--- src/rtl/burst_seq_pkg.sv ---
package burst_seq_pkg;

    typedef enum logic {
        ORDER_LINEAR     = 1'b0,
        ORDER_INTERLEAVE = 1'b1
    } order_e;

    typedef struct packed {
        logic load;
        logic step;
    } burst_cmd_t;

    function automatic burst_cmd_t decode_cmd(input logic load, input logic adv_n);
        burst_cmd_t c;
        c.load = load;
        c.step = !load && !adv_n;
        return c;
    endfunction

endpackage

--- src/rtl/burst_cmd_dec.sv ---
module burst_cmd_dec
    import burst_seq_pkg::*;
(
    input  logic       load_i,
    input  logic       adv_n_i,
    output burst_cmd_t cmd_o
);
    always_comb begin
        cmd_o = decode_cmd(load_i, adv_n_i);
    end
endmodule

--- src/rtl/burst_beat_ctr.sv ---
module burst_beat_ctr
    import burst_seq_pkg::*;
#(
    parameter int BEAT_W = 2
) (
    input  logic              clk,
    input  logic              rst,
    input  burst_cmd_t        cmd_i,
    input  logic [BEAT_W-1:0] start_i,
    output logic [BEAT_W-1:0] start_q_o,
    output logic [BEAT_W-1:0] beat_q_o
);
    always_ff @(posedge clk) begin
        if (rst) begin
            start_q_o <= '0;
            beat_q_o  <= '0;
        end else if (cmd_i.load) begin
            start_q_o <= start_i;
            beat_q_o  <= '0;
        end else if (cmd_i.step) begin
            beat_q_o  <= beat_q_o + 1'b1;
        end
    end
endmodule

--- src/rtl/burst_addr_map.sv ---
module burst_addr_map
    import burst_seq_pkg::*;
#(
    parameter int BEAT_W = 2
) (
    input  logic [BEAT_W-1:0] start_i,
    input  logic [BEAT_W-1:0] beat_i,
    input  order_e            order_i,
    output logic [BEAT_W-1:0] addr_o
);
    logic [BEAT_W-1:0] lin_addr;
    logic [BEAT_W-1:0] ilv_addr;

    assign lin_addr = start_i + beat_i;

    for (genvar b = 0; b < BEAT_W; b++) begin : g_ilv_bit
        assign ilv_addr[b] = start_i[b] ^ beat_i[b];
    end

    always_comb begin
        unique case (order_i)
            ORDER_INTERLEAVE: addr_o = ilv_addr;
            default:          addr_o = lin_addr;
        endcase
    end
endmodule

--- src/rtl/burst_addr_seq.sv ---
module burst_addr_seq
    import burst_seq_pkg::*;
#(
    parameter int BEAT_W = 2
) (
    input  logic              clk,
    input  logic              rst,
    input  logic              load_i,
    input  logic [BEAT_W-1:0] start_i,
    input  logic              adv_n_i,
    input  logic              order_sel_i,
    output logic [BEAT_W-1:0] addr_lo_o,
    output logic [BEAT_W-1:0] beat_o
);
    burst_cmd_t        cmd;
    logic [BEAT_W-1:0] start_q;
    logic [BEAT_W-1:0] beat_q;
    order_e            order;

    assign order = order_e'(order_sel_i);

    burst_cmd_dec u_dec (
        .load_i  (load_i),
        .adv_n_i (adv_n_i),
        .cmd_o   (cmd)
    );

    burst_beat_ctr #(.BEAT_W(BEAT_W)) u_ctr (
        .clk       (clk),
        .rst       (rst),
        .cmd_i     (cmd),
        .start_i   (start_i),
        .start_q_o (start_q),
        .beat_q_o  (beat_q)
    );

    burst_addr_map #(.BEAT_W(BEAT_W)) u_map (
        .start_i (start_q),
        .beat_i  (beat_q),
        .order_i (order),
        .addr_o  (addr_lo_o)
    );

    assign beat_o = beat_q;
endmodule

--- config.mk ---
export PLATFORM = sky130hd
export DESIGN_NAME = burst_addr_seq
export DESIGN_NICKNAME = d
export VERILOG_FILES = /design/src/rtl/burst_seq_pkg.sv /design/src/rtl/burst_cmd_dec.sv /design/src/rtl/burst_beat_ctr.sv /design/src/rtl/burst_addr_map.sv /design/src/rtl/burst_addr_seq.sv
export SDC_FILE = /design/constraint.sdc
export NUM_CORES = 1
export LEC_CHECK = 0
export BUFFER_PORTS_ARGS = -buffer_cell sky130_fd_sc_hd__buf_4
export CAP_MARGIN = 20
export CORE_AREA = 2 2 39 41
export DETAILED_ROUTE_END_ITERATION = 10
export DIE_AREA = 0 0 41 43
export PLACE_DENSITY_LB_ADDON = 0.2
export SETUP_SLACK_MARGIN = 0.3
export SYNTH_ARGS = -nofsm -noshare
export SYNTH_HDL_FRONTEND = slang
export SYNTH_SLANG_ARGS = --single-unit
--- constraint.sdc ---
create_clock -name clk -period 1.7 [get_ports clk]
set_clock_uncertainty 0.05 [all_clocks]
set_input_delay 0.255 -clock clk [delete_from_list [all_inputs] [get_ports clk]]
set_output_delay 0.255 -clock clk [all_outputs]
set_load 0.01 [all_outputs]
Yosys cells after proc, flatten, opt, wreduce, memory -nomap -nowiden. Index checks and enable logic that the tools add are counted.

Register bits after elaboration: 4. Input bits: 7. Output and inout bits: 4. Logic and storage cells: 11.

Add/sub/neg operators: 2. Muxes and demuxes: 1. Bitwise operators: 2. Reduce and logical (&&, ||, !) cells: 4.

Operator list (count): adder 2 x 1 -> 2 bit, second input constant (1); adder 2 bit (1); logical NOT 1 bit (2); 2-to-1 mux 2 bit (1); OR reduction 2 bit (1); XOR 1 bit (2); logical AND 1 bit (1).

Logic depth before layout (Yosys ltp). Gate-level depths: netlist of run 1.

Depth in word-level cells: 2. Depth in mapped cells: 3. Gate-level depth less buffers: 3.

Modules after synthesis. Synthesis of run 1 repeated with hierarchy kept, for this count alone.

Cells, all modules: 19. Area total of the unflattened synthesis: 198.9 µm².

By module, submodules not included: burst_beat_ctr (instances 1, cells each 13, area an instance 151.4 µm², sequential area each 80.1 µm²); burst_addr_map (instances 1, cells each 4, area an instance 36.3 µm², sequential area each 0.0 µm²); burst_cmd_dec (instances 1, cells each 2, area an instance 11.3 µm², sequential area each 0.0 µm²).

Worst setup path before layout of run 1. OpenSTA, ideal clock, no wires.

Path kind: register -> output. From: register u_ctr.beat_q_o[0]. To: output addr_lo_o[1]. Arrival: 890 ps. Required time: 1395 ps. Setup slack: 505 ps. Cell stages (with the launch flop): 4. Path buffers: 0. Path through: dfxtp_1 ha_1 nor2b_1 xnor2_1.

Longest elaborated chain between the ends: 2.

Ends and longest elaborated chain: start, declared (line burst_beat_ctr.sv:11) `output logic [BEAT_W-1:0] beat_q_o`; start signal, assigned (line burst_beat_ctr.sv:21) `beat_q_o <= beat_q_o + 1'b1;`; adder 2 bit (line burst_addr_map.sv:14) `assign lin_addr = start_i + beat_i;`; 2-to-1 mux 2 bit (line burst_addr_map.sv:21) `unique case (order_i)`; end, declared (line burst_addr_seq.sv:12) `output logic [BEAT_W-1:0] addr_lo_o,`.

No other way between the ends.

Final worst setup path of run 1. Same ends and word-level chain as after synthesis.

==> impl_results.md, run 1 <==
* Max_cap viols at 0
* Post-CTS Hold Buffers at 0
* Vias/cell at 3.49
* Setup_tns at 0 ps
* Gp weighted congestion at ~0.55
* Net Count, Synth at 25
* Die extent in x at roughly 40 um
* GRT Overall Usage at under 10%
* Post-route cell area at between 300 and 400 sq um
* Total number of H-tree levels at 1
* Period utilization at 81.4%
* Worst-case reg-to-reg path depth at 4
* Comb pwr share at 16.9%
* Warnings from Yosys at 0
* IO buf count at 10
* Initial antenna violation count at 0
* Clk pin slew, worst setup/hold paths at ~40 ps
* Initial Utilization at a little over an eighth
* CTS tree: done
* Worst slew margin at between 80% and 90%
* Number of nets in the layout at 41
* HP Class: primary input to flop
* Net Sw Frac at approximately 22%
* Die ar. at about 1800 sq um
* Leakage at 0.000140 uW
* Vias at roughly 160
* Fmax at between 0.7 and 0.8 GHz
* Largest family of logic cells by synthesized area: simple AND/OR/NAND/NOR gates
* Share of the synthesized area in the top cell type at a little over two fifths
* CTS sink cnt at 4
* Post-synthesis mux area share at between 10% and 20%
* Crit Path Class: flop to output port
* Ranking of synthesized cells by area: dfxtp_1, xnor2_1, mux2i_1
* Footprint of the multi-input gates at between 100 and 150 sq um
* Min Tclk post-route at ~1400 ps
* Startpoint types: flop
* Diode count at 0
* Routed length per instance at just over 8 um
* P_sw at about 57 uW
* Num CTS Buffers at 3
* # IOs at 11
* Layout cells sized above 1 at about 65%
* Synth Area in Compound Gates at 0%
* Die H at between 40 and 50 um
* Reg area at just over 80 sq um
* Simple-Gate Fraction of Synth Area at between 20% and 30%
* Worst vdd ir at between 0.15 and 0.2 mV
* Synth Area in Adders at under 10%
* Clk_lat worst skew at between 200 and 250 ps
* Yosys cell types at 9
* First-pass GRT wire length at roughly 590 um
* Post-Syn Area at around 190 sq um
* Clk buf depth at 2
* Power Total at approximately 260 uW
* RSZ-0062 raised after global routing: true
* Worst Hold Depth at 2
* DRC at 0
* Initial DRC Count at 0
* FF+latch count, synth at 4
* Status: complete, no violations
* Internal power at approximately 210 uW
* Filler instances at 157
* CP peak stage delay at ~310 ps
* Critical Path End Type: output port
* Worst path required time at between 1000 and 1500 ps
* CTS root buf: clkbuf_4
* Register area share after synthesis at a little over two fifths
* Area Overhead vs Synth at 72.8%
* Pre-antenna DRT Iters at 1
* Worst Path Max Fanout at 2
* Worst path cell trace: ha_2 -> nor2b_4 -> xnor2_1 -> buf_4
* Final Setup Violations at 0
* Yosys top cell by area: dfxtp_1
* Gr ovfl total at 0
* Row count at 14
* Part of the power in registers at 38.9%
* Slowest CP cell: dfxtp_2
* PD cells at 803 nW/um^2
* Syn Inst Count at 17
* ANT nets after route at 0
* Largest net degree at the start of global routing at 5
* Core region area at 1380 sq um
* Actual slew at the worst max-slew pin at just under 200 ps
* Final Hold Viols at 0
* Vias in the first global route at between 150 and 200
* Clock power share at ~44%
* DP Area at ~280 sq um
* Synthesized area per cell at about 11 sq um
* Arrival time at the worst endpoint at about 1100 ps
* WL final at 383 um
* Final Max Slew Viols at 0
* Xor and xnor area share after synthesis at 13.9%
-- power by group through the flow --
stage                     registers (uW)  logic, uW  clock network, uW
final                                102       44.4                116
after floorplan                      104       16.7                  0
after global routing                 102       47.8                127
after CTS                            102       45.5                125
after detailed placement             104       41.7                  0
after global placement               103       41.3                  0
-- cells by family after synthesis --
family                     Yosys count
and+or+nand+nor                      7
xor gates and xnor gates             3
adders and majority gates            1
DFF                                  4
muxes                                2
-- placed cells by master (no fill, tap or decap), drive strengths merged --
| cell | Yosys | layout |
|---|---|---|
| mux2i | 2 | 2 |
| dfxtp | 4 | 4 |
| clkbuf | 0 | 3 |
| ha | 1 | 1 |
| nor4 | 1 | 1 |
| xnor2 | 3 | 3 |
| nor3 | 1 | 1 |
| nor2b | 3 | 3 |
| buf | 0 | 11 |
| nor2 | 2 | 2 |
-- worst max-delay path: cells and delay by family (launching register included) --
| kind | cells | cell delay [ps] |
|---|---|---|
| fa+ha+maj | 1 | 170 |
| simple gates | 1 | 120 |
| buf+inv | 1 | 130 |
| flops | 1 | 310 |
| xor+xnor | 1 | 120 |
-- cell usage after synthesis (all sizes together) --
| library cell | count |
|---|---|
| xnor2 | 3 |
| nor3 | 1 |
| nor2b | 3 |
| ha | 1 |
| dfxtp | 4 |
| nor4 | 1 |
| mux2i | 2 |
| nor2 | 2 |
-- sequential cells by signal, indices dropped and copies added (netlist names) --
| register | cells |
|---|---|
| u_ctr.beat_q_o | 2 |
| u_ctr.start_q_o | 2 |
-- per-layer routing --
layer	vias to the layer above	wire [um]	GRT usage, %
met5	-	0	0
met4	0	0	10.0
met3	0	8	3.14
met2	2	259	8.75
met1	76	114	3.22
li1	86	-	-
-- final cells by class --
cell class / instances / area share, %
timing repair buffer: 11 / 25.3
multi-input combinational: 13 / 36.4
tap: 16 / 6.13
sequential: 4 / 25.3
clock buffer: 3 / 6.90
-- path summary, 6_finish.rpt --
| check | from | end | slack (ps) |
|---|---|---|---|
| hold / removal | rst | u_ctr.start_q_o[0] | 160 |
| hold reg to reg | u_ctr.start_q_o[0] | u_ctr.start_q_o[0] | 450 |
| setup reg to reg | u_ctr.beat_q_o[0] | u_ctr.beat_q_o[1] | 770 |
| setup / recovery | u_ctr.beat_q_o[0] | addr_lo_o[1] | 320 |
-- through the flow --
step	setup slack [ps]	util [%]	hold WS (ps)	cells
floorplan	505	-	274	17
global placement	473	20.5	405	43
finish	316	23.6	161	47
CTS	280	23.6	151	47
global route	262	23.6	159	47
detailed placement	457	20.5	406	43
-- what timing repair did --
item / in CTS / in global routing
setup endpoints to repair: 1 / 1
setup buffers: 1 / 0
pin swaps: 1 / 1
resized for setup: 5 / 0
No activity file was read; power rests on OpenSTA's default activity.
==> run 2: changes to the inputs <==
Settings changed: ABC_AREA from default to 1.
Clock period 1.7 ns to 1.2 ns, I/O delays scaled along.
==> impl_results.md, run 2 <==
* Status: finished, violations left
* Failing checks: setup timing
* Leakage at ~0.00022 uW
* IO buf count at 10
* CTS sink cnt at 4
* Register area share after synthesis at 37.0%
* Worst Hold Depth at 3
* Largest regs: u_ctr.beat_q_o: 2 flops, u_ctr.start_q_o: 2 flops
* Hold path endpoint: u_ctr.start_q_o[0]
* Gp weighted congestion at roughly 0.67
* Total number of H-tree levels at 1
* Initial antenna violation count at 0
* Hold_sp: start_i[0]
* Num CTS Buffers at 3
* Share of the synthesized area in the top cell type at between 30% and 40%
* WL final at about 560 um
* FF-to-FF setup slack at roughly 40 ps
* Ys async rst share at 0%
* Reg2reg start: u_ctr.beat_q_o[0]
* Synthesized area per cell at between 6 and 7 sq um
* Row count at 14
* Number of synthesized flops with an enable pin at 0
* Arrival time at the worst endpoint at 1090 ps
* Vias in the first global route at ~230
* Fmax at 0.755 GHz
* Critical Path End Type: output port
* Reg2reg end: u_ctr.beat_q_o[0]
* Most frequent cells in the layout: nand2_1, buf_4, buf_6
* Warnings from Yosys at 0
* Vias/cell at approximately 4
* CTS tree: done
* Synth top cells by count: inv_1, nand2_1, nor2_1, dfxtp_1
* Max_cap viols at 0
* DP Area at about 330 sq um
* Worst vdd ir at 0.333 mV
* Hold_ws at 123 ps
* Clk_lat worst skew at 240 ps
* Final Core Density at 31.3%
* Internal power at 318 uW
* Gr ovfl total at 0
* CP peak stage delay at between 300 and 400 ps
* Net Count, Synth at 43
* FF+latch count, synth at 4
* Core region area at ~1400 sq um
* Post-DP HPWL at roughly 390 um
* Clk pin slew, worst setup/hold paths at 40 ps
* Period utilization at 110%
* Clk buf depth at 2
* Slowest CP cell: dfxtp_4
* Actual slew at the worst max-slew pin at ~170 ps
* Worst path required time at about 970 ps
* Initial DRC Count at 13
* Vias at ~270
* Final Setup Violations at 2
* Worst-case reg-to-reg path depth at 7
* Die ar. at about 1800 sq um
* Setup_tns at -185 ps
* DRC at 0
* Diode count at 0
* Most used cell, CP: nand2_1
* # IOs at 11
* Final Max Slew Viols at 0
* Worst Setup SP: u_ctr.beat_q_o[0]
* Min Tclk post-route at about 1300 ps
* Final Hold Viols at 0
* Yosys top cell by area: dfxtp_1
* GRT Overall Usage at approximately 8.0%
* Worst path cell trace: ha_4 -> nand2_1 -> nand3_1 -> nand2_1 -> inv_2 -> buf_6
* Final worst setup slack at -124 ps
* Clock power share at between 40% and 50%
* Pre-antenna DRT Iters at 4
* Crit Path Class: flop to output port
* Yosys cell types at 11
* Ranking of synthesized cells by area: dfxtp_1, inv_1, nand2_1
* Top_reg_cell synth: dfxtp_1
* Post-route cell area at around 430 sq um
* Net Sw Frac at 25.2%
* Worst Path Max Fanout at 2
* First-pass GRT wire length at approximately 900 um
* Largest net degree at the start of global routing at 6
* Part of the power in registers at between 30% and 40%
* Area Overhead vs Synth at 100%
* Startpoint types: flop
* Filler instances at about 150
* Post-CTS Hold Buffers at 0
* Die extent in x at 41 um
* Worst slew margin at approximately 89%
* HP Class: primary input to flop
* Layout cells sized above 1 at a little over half
* P_sw at about 110 uW
* Comb pwr share at a little over a fifth
* Number of nets in the layout at between 60 and 70
* RSZ-0062 raised after global routing: true
* PD cells at roughly 980 nW/um^2
* Die H at between 40 and 50 um
* Initial Utilization at between 10% and 20%
* ANT nets after route at 0
* CTS root buf: clkbuf_4
* Syn Inst Count at 35
* Post-Syn Area at ~220 sq um
* Routed length per instance at 8.14 um
==> run 2: per-stage QoR <==
stage / total power [uW] / cells / setup slack, ps
final: 426 / 69 / -124
after global routing: 454 / 69 / -191
after CTS: 428 / 69 / -163
after detailed placement: 214 / 61 / 39.5
after global placement: 214 / 61 / 45.3
after floorplan: 181 / 35 / 207
==> run 2: power groups by stage <==
stage | registers, uW | logic (uW) | clock network, uW
after floorplan | 149 | 32.1 | 0
after global placement | 149 | 64.9 | 0
after detailed placement | 149 | 64.1 | 0
after CTS | 145 | 86.5 | 197
after global routing | 146 | 105 | 203
final | 145 | 93.0 | 188
==> run 2: worst max-delay path by stage <==
stage	endpoint	slack, ps	depth (start not counted)
finish	addr_lo_o[1]	-120	6
global route	addr_lo_o[1]	-190	7
CTS	addr_lo_o[1]	-160	7
detailed placement	addr_lo_o[1]	40	7
global placement	addr_lo_o[1]	50	7
floorplan	addr_lo_o[1]	210	6
==> run 2: final cells by class <==
class	count	area (sq um)	share of cell area (%)
inverter	9	33.8	7.80
multi-input combinational	22	133	30.6
timing repair buffer	14	131	30.3
clock buffer	4	26.3	6.07
tap	16	20.0	4.62
sequential	4	88.8	20.5
==> run 2: routing by layer <==
layer / vias up / part of all wire (%) / global-route usage, %
met2: 13 / 46 / 9.06
met3: 0 / 11 / 6.81
met5: - / 0 / 0
met1: 112 / 43 / 10.4
met4: 0 / 0 / 4.00
li1: 143 / - / -
==> run 2: cells by family after synthesis <==
group | Yosys count | synth area share (%)
adders and majority gates | 1 | 5.78
buffers and inverters | 9 | 15.6
DFF | 4 | 37.0
and+or+nand+nor | 16 | 30.1
AOI/OAI and AO/OA | 5 | 11.6
==> run 2: what timing repair did <==
| action | 4_1_cts | 5_1_grt |
|---|---|---|
| buffers inserted | 4 | 0 |
| hold endpoints to repair | 0 | 0 |
| resized for setup | 10 | 7 |
| pin swaps | 1 | 3 |
| endpoints found under the setup margin | 4 | 6 |
==> run 2: worst max-delay path: cells and delay by family, from the launching register on <==
| kind | cells | cell delay [ps] |
|---|---|---|
| flops | 1 | 350 |
| simple gates | 3 | 210 |
| fa+ha+maj | 1 | 160 |
| buf+inv | 2 | 140 |
